`src/rtl/tt_match_pkg.sv`:
```
package tt_match_pkg;
  localparam int unsigned REG_W    = 32;
  localparam int unsigned TAG_W    = 8;
  localparam int unsigned EN_BIT   = 15;
  localparam int unsigned WP_BIT   = 2;
  localparam int unsigned BASE_LSB = 24;
  localparam int unsigned MASK_LSB = 16;
  localparam int unsigned NUM_CLASSES = 2;

  localparam logic [REG_W-1:0] USED_MASK =
      ({{(REG_W-TAG_W){1'b0}}, {TAG_W{1'b1}}} << BASE_LSB) |
      ({{(REG_W-TAG_W){1'b0}}, {TAG_W{1'b1}}} << MASK_LSB) |
      (REG_W'(1) << EN_BIT) | (REG_W'(1) << WP_BIT);

  typedef struct packed {
    logic             en;
    logic             wp;
    logic [TAG_W-1:0] base;
    logic [TAG_W-1:0] ign;
  } region_t;

  function automatic region_t decode_region(input logic [REG_W-1:0] w);
    region_t r;
    r.en   = w[EN_BIT];
    r.wp   = w[WP_BIT];
    r.base = w[BASE_LSB +: TAG_W];
    r.ign  = w[MASK_LSB +: TAG_W];
    return r;
  endfunction
endpackage

```
`src/rtl/tt_reg_bank.sv`:
```
module tt_reg_bank
  import tt_match_pkg::*;
#(
  parameter int unsigned NUM_SLOTS = 4,
  localparam int unsigned SEL_W = $clog2(NUM_SLOTS)
) (
  input  logic                    clk_i,
  input  logic                    rst_ni,
  input  logic                    we_i,
  input  logic [SEL_W-1:0]        sel_i,
  input  logic [REG_W-1:0]        wdata_i,
  output region_t [NUM_SLOTS-1:0] slot_o
);
  region_t [NUM_SLOTS-1:0] slot_q;
  region_t                 wr_rgn;
  logic                    unused_wdata;

  // only decoded fields are stored
  assign wr_rgn       = decode_region(wdata_i);
  assign unused_wdata = ^(wdata_i & ~USED_MASK);

  for (genvar s = 0; s < NUM_SLOTS; s++) begin : g_slot
    always_ff @(posedge clk_i or negedge rst_ni) begin
      if (!rst_ni)                          slot_q[s] <= '0;
      else if (we_i && sel_i == SEL_W'(s))  slot_q[s] <= wr_rgn;
    end
  end

  assign slot_o = slot_q;
endmodule

```
`src/rtl/tt_region_cmp.sv`:
```
module tt_region_cmp
  import tt_match_pkg::*;
(
  input  region_t          rgn_i,
  input  logic [TAG_W-1:0] tag_i,
  output logic             match_o,
  output logic             wp_o
);
  assign match_o = rgn_i.en && (((tag_i ^ rgn_i.base) & ~rgn_i.ign) == '0);
  assign wp_o    = rgn_i.wp;
endmodule

```
`src/rtl/tt_prio_pick.sv`:
```
module tt_prio_pick #(
  parameter int unsigned N = 2
) (
  input  logic [N-1:0] match_i,
  input  logic [N-1:0] wp_i,
  output logic         hit_o,
  output logic         wp_o
);
  // lowest index wins
  always_comb begin
    hit_o = |match_i;
    wp_o  = 1'b0;
    for (int i = N - 1; i >= 0; i--) begin
      if (match_i[i]) wp_o = wp_i[i];
    end
  end
endmodule

```
`src/rtl/tt_region_matcher.sv`:
```
module tt_region_matcher
  import tt_match_pkg::*;
#(
  parameter int unsigned ADDR_W      = 32,
  parameter int unsigned NUM_REGIONS = 2,  // power of two
  localparam int unsigned NUM_SLOTS  = NUM_CLASSES * NUM_REGIONS,
  localparam int unsigned SEL_W      = $clog2(NUM_SLOTS)
) (
  input  logic              clk_i,
  input  logic              rst_ni,
  input  logic              cfg_we_i,
  input  logic [SEL_W-1:0]  cfg_sel_i,
  input  logic [REG_W-1:0]  cfg_wdata_i,
  input  logic [ADDR_W-1:0] addr_i,
  input  logic [2:0]        fc_i,
  input  logic              wr_i,
  input  logic              probe_i,
  output logic              hit_o,
  output logic [ADDR_W-1:0] paddr_o,
  output logic              wp_fault_o,
  output logic              illegal_o
);
  region_t [NUM_SLOTS-1:0]   bank;
  region_t [NUM_REGIONS-1:0] act_rgn;
  logic [NUM_REGIONS-1:0]    rgn_match;
  logic [NUM_REGIONS-1:0]    rgn_wp;
  logic                      is_data, legal, any_hit, pick_wp;
  logic                      unused_fc;

  tt_reg_bank #(.NUM_SLOTS(NUM_SLOTS)) u_bank (
    .clk_i   (clk_i),
    .rst_ni  (rst_ni),
    .we_i    (cfg_we_i),
    .sel_i   (cfg_sel_i),
    .wdata_i (cfg_wdata_i),
    .slot_o  (bank)
  );

  // class: data wins when bit 0 set; supervisor bit not used
  assign is_data   = fc_i[0];
  assign legal     = fc_i[0] | fc_i[1];
  assign unused_fc = fc_i[2];

  for (genvar r = 0; r < NUM_REGIONS; r++) begin : g_rgn
    assign act_rgn[r] = is_data ? bank[NUM_REGIONS + r] : bank[r];
    tt_region_cmp u_cmp (
      .rgn_i   (act_rgn[r]),
      .tag_i   (addr_i[ADDR_W-1 -: TAG_W]),
      .match_o (rgn_match[r]),
      .wp_o    (rgn_wp[r])
    );
  end

  tt_prio_pick #(.N(NUM_REGIONS)) u_pick (
    .match_i (rgn_match),
    .wp_i    (rgn_wp),
    .hit_o   (any_hit),
    .wp_o    (pick_wp)
  );

  assign hit_o      = legal & any_hit;
  assign paddr_o    = hit_o ? addr_i : '0;
  assign wp_fault_o = hit_o & pick_wp & wr_i & ~probe_i;
  assign illegal_o  = ~legal;
endmodule

```
`config.mk`:
```
export PLATFORM = sky130hd
export DESIGN_NAME = tt_region_matcher
export DESIGN_NICKNAME = d
export VERILOG_FILES = /design/src/rtl/tt_match_pkg.sv /design/src/rtl/tt_reg_bank.sv /design/src/rtl/tt_region_cmp.sv /design/src/rtl/tt_prio_pick.sv /design/src/rtl/tt_region_matcher.sv
export SDC_FILE = /design/constraint.sdc
export NUM_CORES = 1
export LEC_CHECK = 0
export ABC_AREA = 1
export ABC_CLOCK_PERIOD_IN_PS = 2560
export BUFFER_PORTS_ARGS = -buffer_cell sky130_fd_sc_hd__buf_2
export CAP_MARGIN = 15
export CORE_MARGIN = 2
export CORE_UTILIZATION = 35
export CTS_CLUSTER_SIZE = 20
export DETAILED_ROUTE_END_ITERATION = 8
export PLACE_DENSITY_LB_ADDON = 0.25
export REMOVE_ABC_BUFFERS = 1
export SYNTH_ARGS = -nofsm -noshare
export SYNTH_HDL_FRONTEND = slang
export SYNTH_SLANG_ARGS = --single-unit
export TNS_END_PERCENT = 20
```
`constraint.sdc`:
```
create_clock -name clk_i -period 2.56 [get_ports clk_i]
set_input_delay 0.512 -clock clk_i [delete_from_list [all_inputs] [get_ports clk_i]]
set_output_delay 0.512 -clock clk_i [all_outputs]
set_load 0.01 [all_outputs]
```
==> metrics <==
post-synth top area share 47.4%; Setup crit start kind primary input; total power ~3.2 mW; relative slew slack between 40% and 50%; logic gate share of total power a little over a fifth; vias approximately 3.6k; hold_ws approximately 0.24 ns; half-perimeter wire length after placement approximately 6400 um; Data arrival, critical path approximately 2.1 ns; flops & latches, synth between 70 and 80; share of final-layout standard cells stronger than drive strength 1 31.4%; leakage power figure between 2 and 3 nW; Clock Root Buffer sky130_fd_sc_hd__clkbuf_8; clock-pin slew reported for the worst setup and hold paths after clock tree synthesis roughly 0.08 ns; latest clock arrival within the worst-skew pair between 0.3 and 0.4 ns; global-route wire length before repair 16100 um; starting density of the core 35.5%; type of element capturing the critical path output port; utilization after layout around half; Setup Crit Path Kind primary input to output port; number of antenna violations at the first check in global routing 0; Worst Reg-to-Reg Cells 3; slew of the pin with the lowest slew margin between 0.7 and 0.8 ns; count of unique library cells instantiated by Yosys 23; # clock sinks between 70 and 80; net switching fraction of the power 28.9%; buffers added on ports between 90 and 100; cell count after placement approximately 740; setup slack after layout -0.0608 ns; endpoint required time on the critical path 2.05 ns; Flop pwr share between 40% and 50%; Placed Area between 4000 and 5000 um2; DRC violations left 0; VDD IR-drop max approximately 500 uV; Starting DRT DRC Count about 170; most common cell after layout, fill and taps aside sky130_fd_sc_hd__nand2_1; ANT nets after route 0; number of filler instances in the final layout 1041; cell type contributing the most total cell area after synthesis sky130_fd_sc_hd__dfrtp_1; max reg flops roughly 70; Final setup viols 33; final clock skew 0 ns; length of the first detailed-routing pass in iterations 5; post-route minimum period approximately 2.6 ns; switching power of the nets ~0.94 mW; share of the cycle needed by the critical path after routing 102%; unrepaired setup endpoints after global routing true; detail-routed via count per cell approximately 4.6; proportion of power drawn by the clock network between 30% and 40%; peak fanout along the critical path 8; vias in the first global route 3365; Die Y-Extent approximately 110 um; Synth Warn # 0; Slew Limit Fails 0; clock tree from TritonCTS built; failing checks negative setup slack; average detailed-routed wire length per instance 13.2 um; TritonCTS Buffers 9; post-placement worst setup slack -0.148 ns; outcome finished with violations; highest clock rate 0.382 GHz; Final GP Congestion between 0.7 and 0.8; final instance count without filler cells between 700 and 800; Total Nets Final about 700; number of antenna diodes 0; Total Negative Setup Slacks -0.975 ns; die boundary width between 100 and 150 um; Tightest Hold Check Type primary input to asynchronous set/reset pin; summed area of non-filler cells in the final layout approximately 5300 um2; sequential share of the synthesized area 47.4%; Total Routed Length 10200 um; floorplan core area about 11000 um2; top library cells by usage in the layout, fill and taps aside sky130_fd_sc_hd__nand2_1 (155), sky130_fd_sc_hd__inv_1 (79), sky130_fd_sc_hd__o21ai_0 (77); I/O Pins 109; Synth-to-Final Area Change 39.5%; Synth area leaders sky130_fd_sc_hd__dfrtp_1 (47%), sky130_fd_sc_hd__nand2_1 (17%), sky130_fd_sc_hd__o21ai_0 (11%), sky130_fd_sc_hd__inv_1 (7.9%), sky130_fd_sc_hd__nor2_2 (4.8%); Final Hold Violating Endpoints 0; cells after synthesis around 520; Total Die Area between 10000 and 15000 um2; # rows 38; Post-Synthesis Cell Area between 3000 and 4000 um2; largest net degree at the start of global routing a little over 40; gr ovfl total 0; number of H-tree levels 3; internal power ~2.3 mW; mean post-synth cell area about 7.4 um2; global router's overall resource usage between 10% and 20%; power density over cell area slightly above 600 nW/um2; max-capacitance violation count 0; maximum buffer depth of the clock tree 2
[synth_stat cells (all sizes together)]
cell type  count
and2           1
buf            8
clkbuf        12
dfrtp         72
inv           82
mux2i          1
nand2        170
nand3         24
nand3b         6
nand4          2
nor2          48
o211ai         1
o21ai         83
o21bai         3
or2            4
[path summary, 6_finish.rpt]
path | startpoint | end | slack (ns)
max | fc_i[0] | paddr_o[0] | -0.06
min in group clk_i | cfg_wdata_i[29] | u_bank.slot_o[13] | 0.46
max reg2reg | u_bank.slot_o[32] | u_bank.slot_o[32] | 1.78
min | rst_ni | u_bank.slot_o[36] | 0.24
min reg2reg | u_bank.slot_o[59] | u_bank.slot_o[59] | 0.48
max in group asynchronous | rst_ni | u_bank.slot_o[50] | 1.63
[worst max-delay path, cell delays in order]
cell and delay (ns):
sky130_fd_sc_hd__buf_16 0.14, sky130_fd_sc_hd__buf_8 0.15, sky130_fd_sc_hd__or2_2 0.28, sky130_fd_sc_hd__o21ai_0 0.07, sky130_fd_sc_hd__nand2_1 0.08, sky130_fd_sc_hd__nand2_2 0.09, sky130_fd_sc_hd__nor2_4 0.04, sky130_fd_sc_hd__nand3_2 0.09
sky130_fd_sc_hd__nand2_2 0.08, sky130_fd_sc_hd__nand2_4 0.12, sky130_fd_sc_hd__buf_6 0.12, sky130_fd_sc_hd__buf_12 0.15, sky130_fd_sc_hd__nor2_2 0.04, sky130_fd_sc_hd__buf_2 0.13
[layer usage]
metal / routed length, um / track usage (%) / vias up
li1: - / - / 1808
met3: 596 / 2.71 / 10
met5: 0 / 0 / -
met1: 4520 / 23.1 / 1627
met2: 4970 / 31.0 / 109
met4: 111 / 5.31 / 0
[logic make-up (layout without fill, tap and decap cells)]
group | count (synthesis) | in the layout | synth area share, %
DFF | 72 | 72 | 47.4
muxes | 1 | 1 | 0.263
and+or+nand+nor | 255 | 255 | 29.2
buffers and inverters | 102 | 218 | 11.5
AOI/OAI and AO/OA | 87 | 87 | 11.7
[layout make-up]
type / count / area, um2 / area share, %
Timing Repair Buffer: 120 / 997 / 18.8
Tap cell: 140 / 175 / 3.30
Inverter: 82 / 324 / 6.11
Multi-Input combinational cell: 343 / 1760 / 33.2
Clock buffer: 11 / 141 / 2.67
Clock inverter: 5 / 104 / 1.96
Sequential cell: 72 / 1800 / 34.0
[power groups by stage]
stage          logic [mW]  clock network, mW  registers [mW]
4_1_cts             0.661               1.13            1.42
3_3_place_gp        0.556                  0            1.43
2_1_floorplan       0.362                  0            1.42
5_1_grt             0.801               1.18            1.45
3_5_place_dp        0.573                  0            1.44
6_report            0.700               1.11            1.42
[repair_timing]
| item | in CTS | in global routing |
|---|---|---|
| hold buffers | 0 | 0 |
| endpoints found under the setup margin | 34 | 34 |
| buffers inserted | 7 | 3 |
| pin swaps | 14 | 19 |
| gates cloned | 5 | 0 |
| gates resized for setup | 53 | 43 |
No activity file was read; power rests on OpenSTA's default activity.
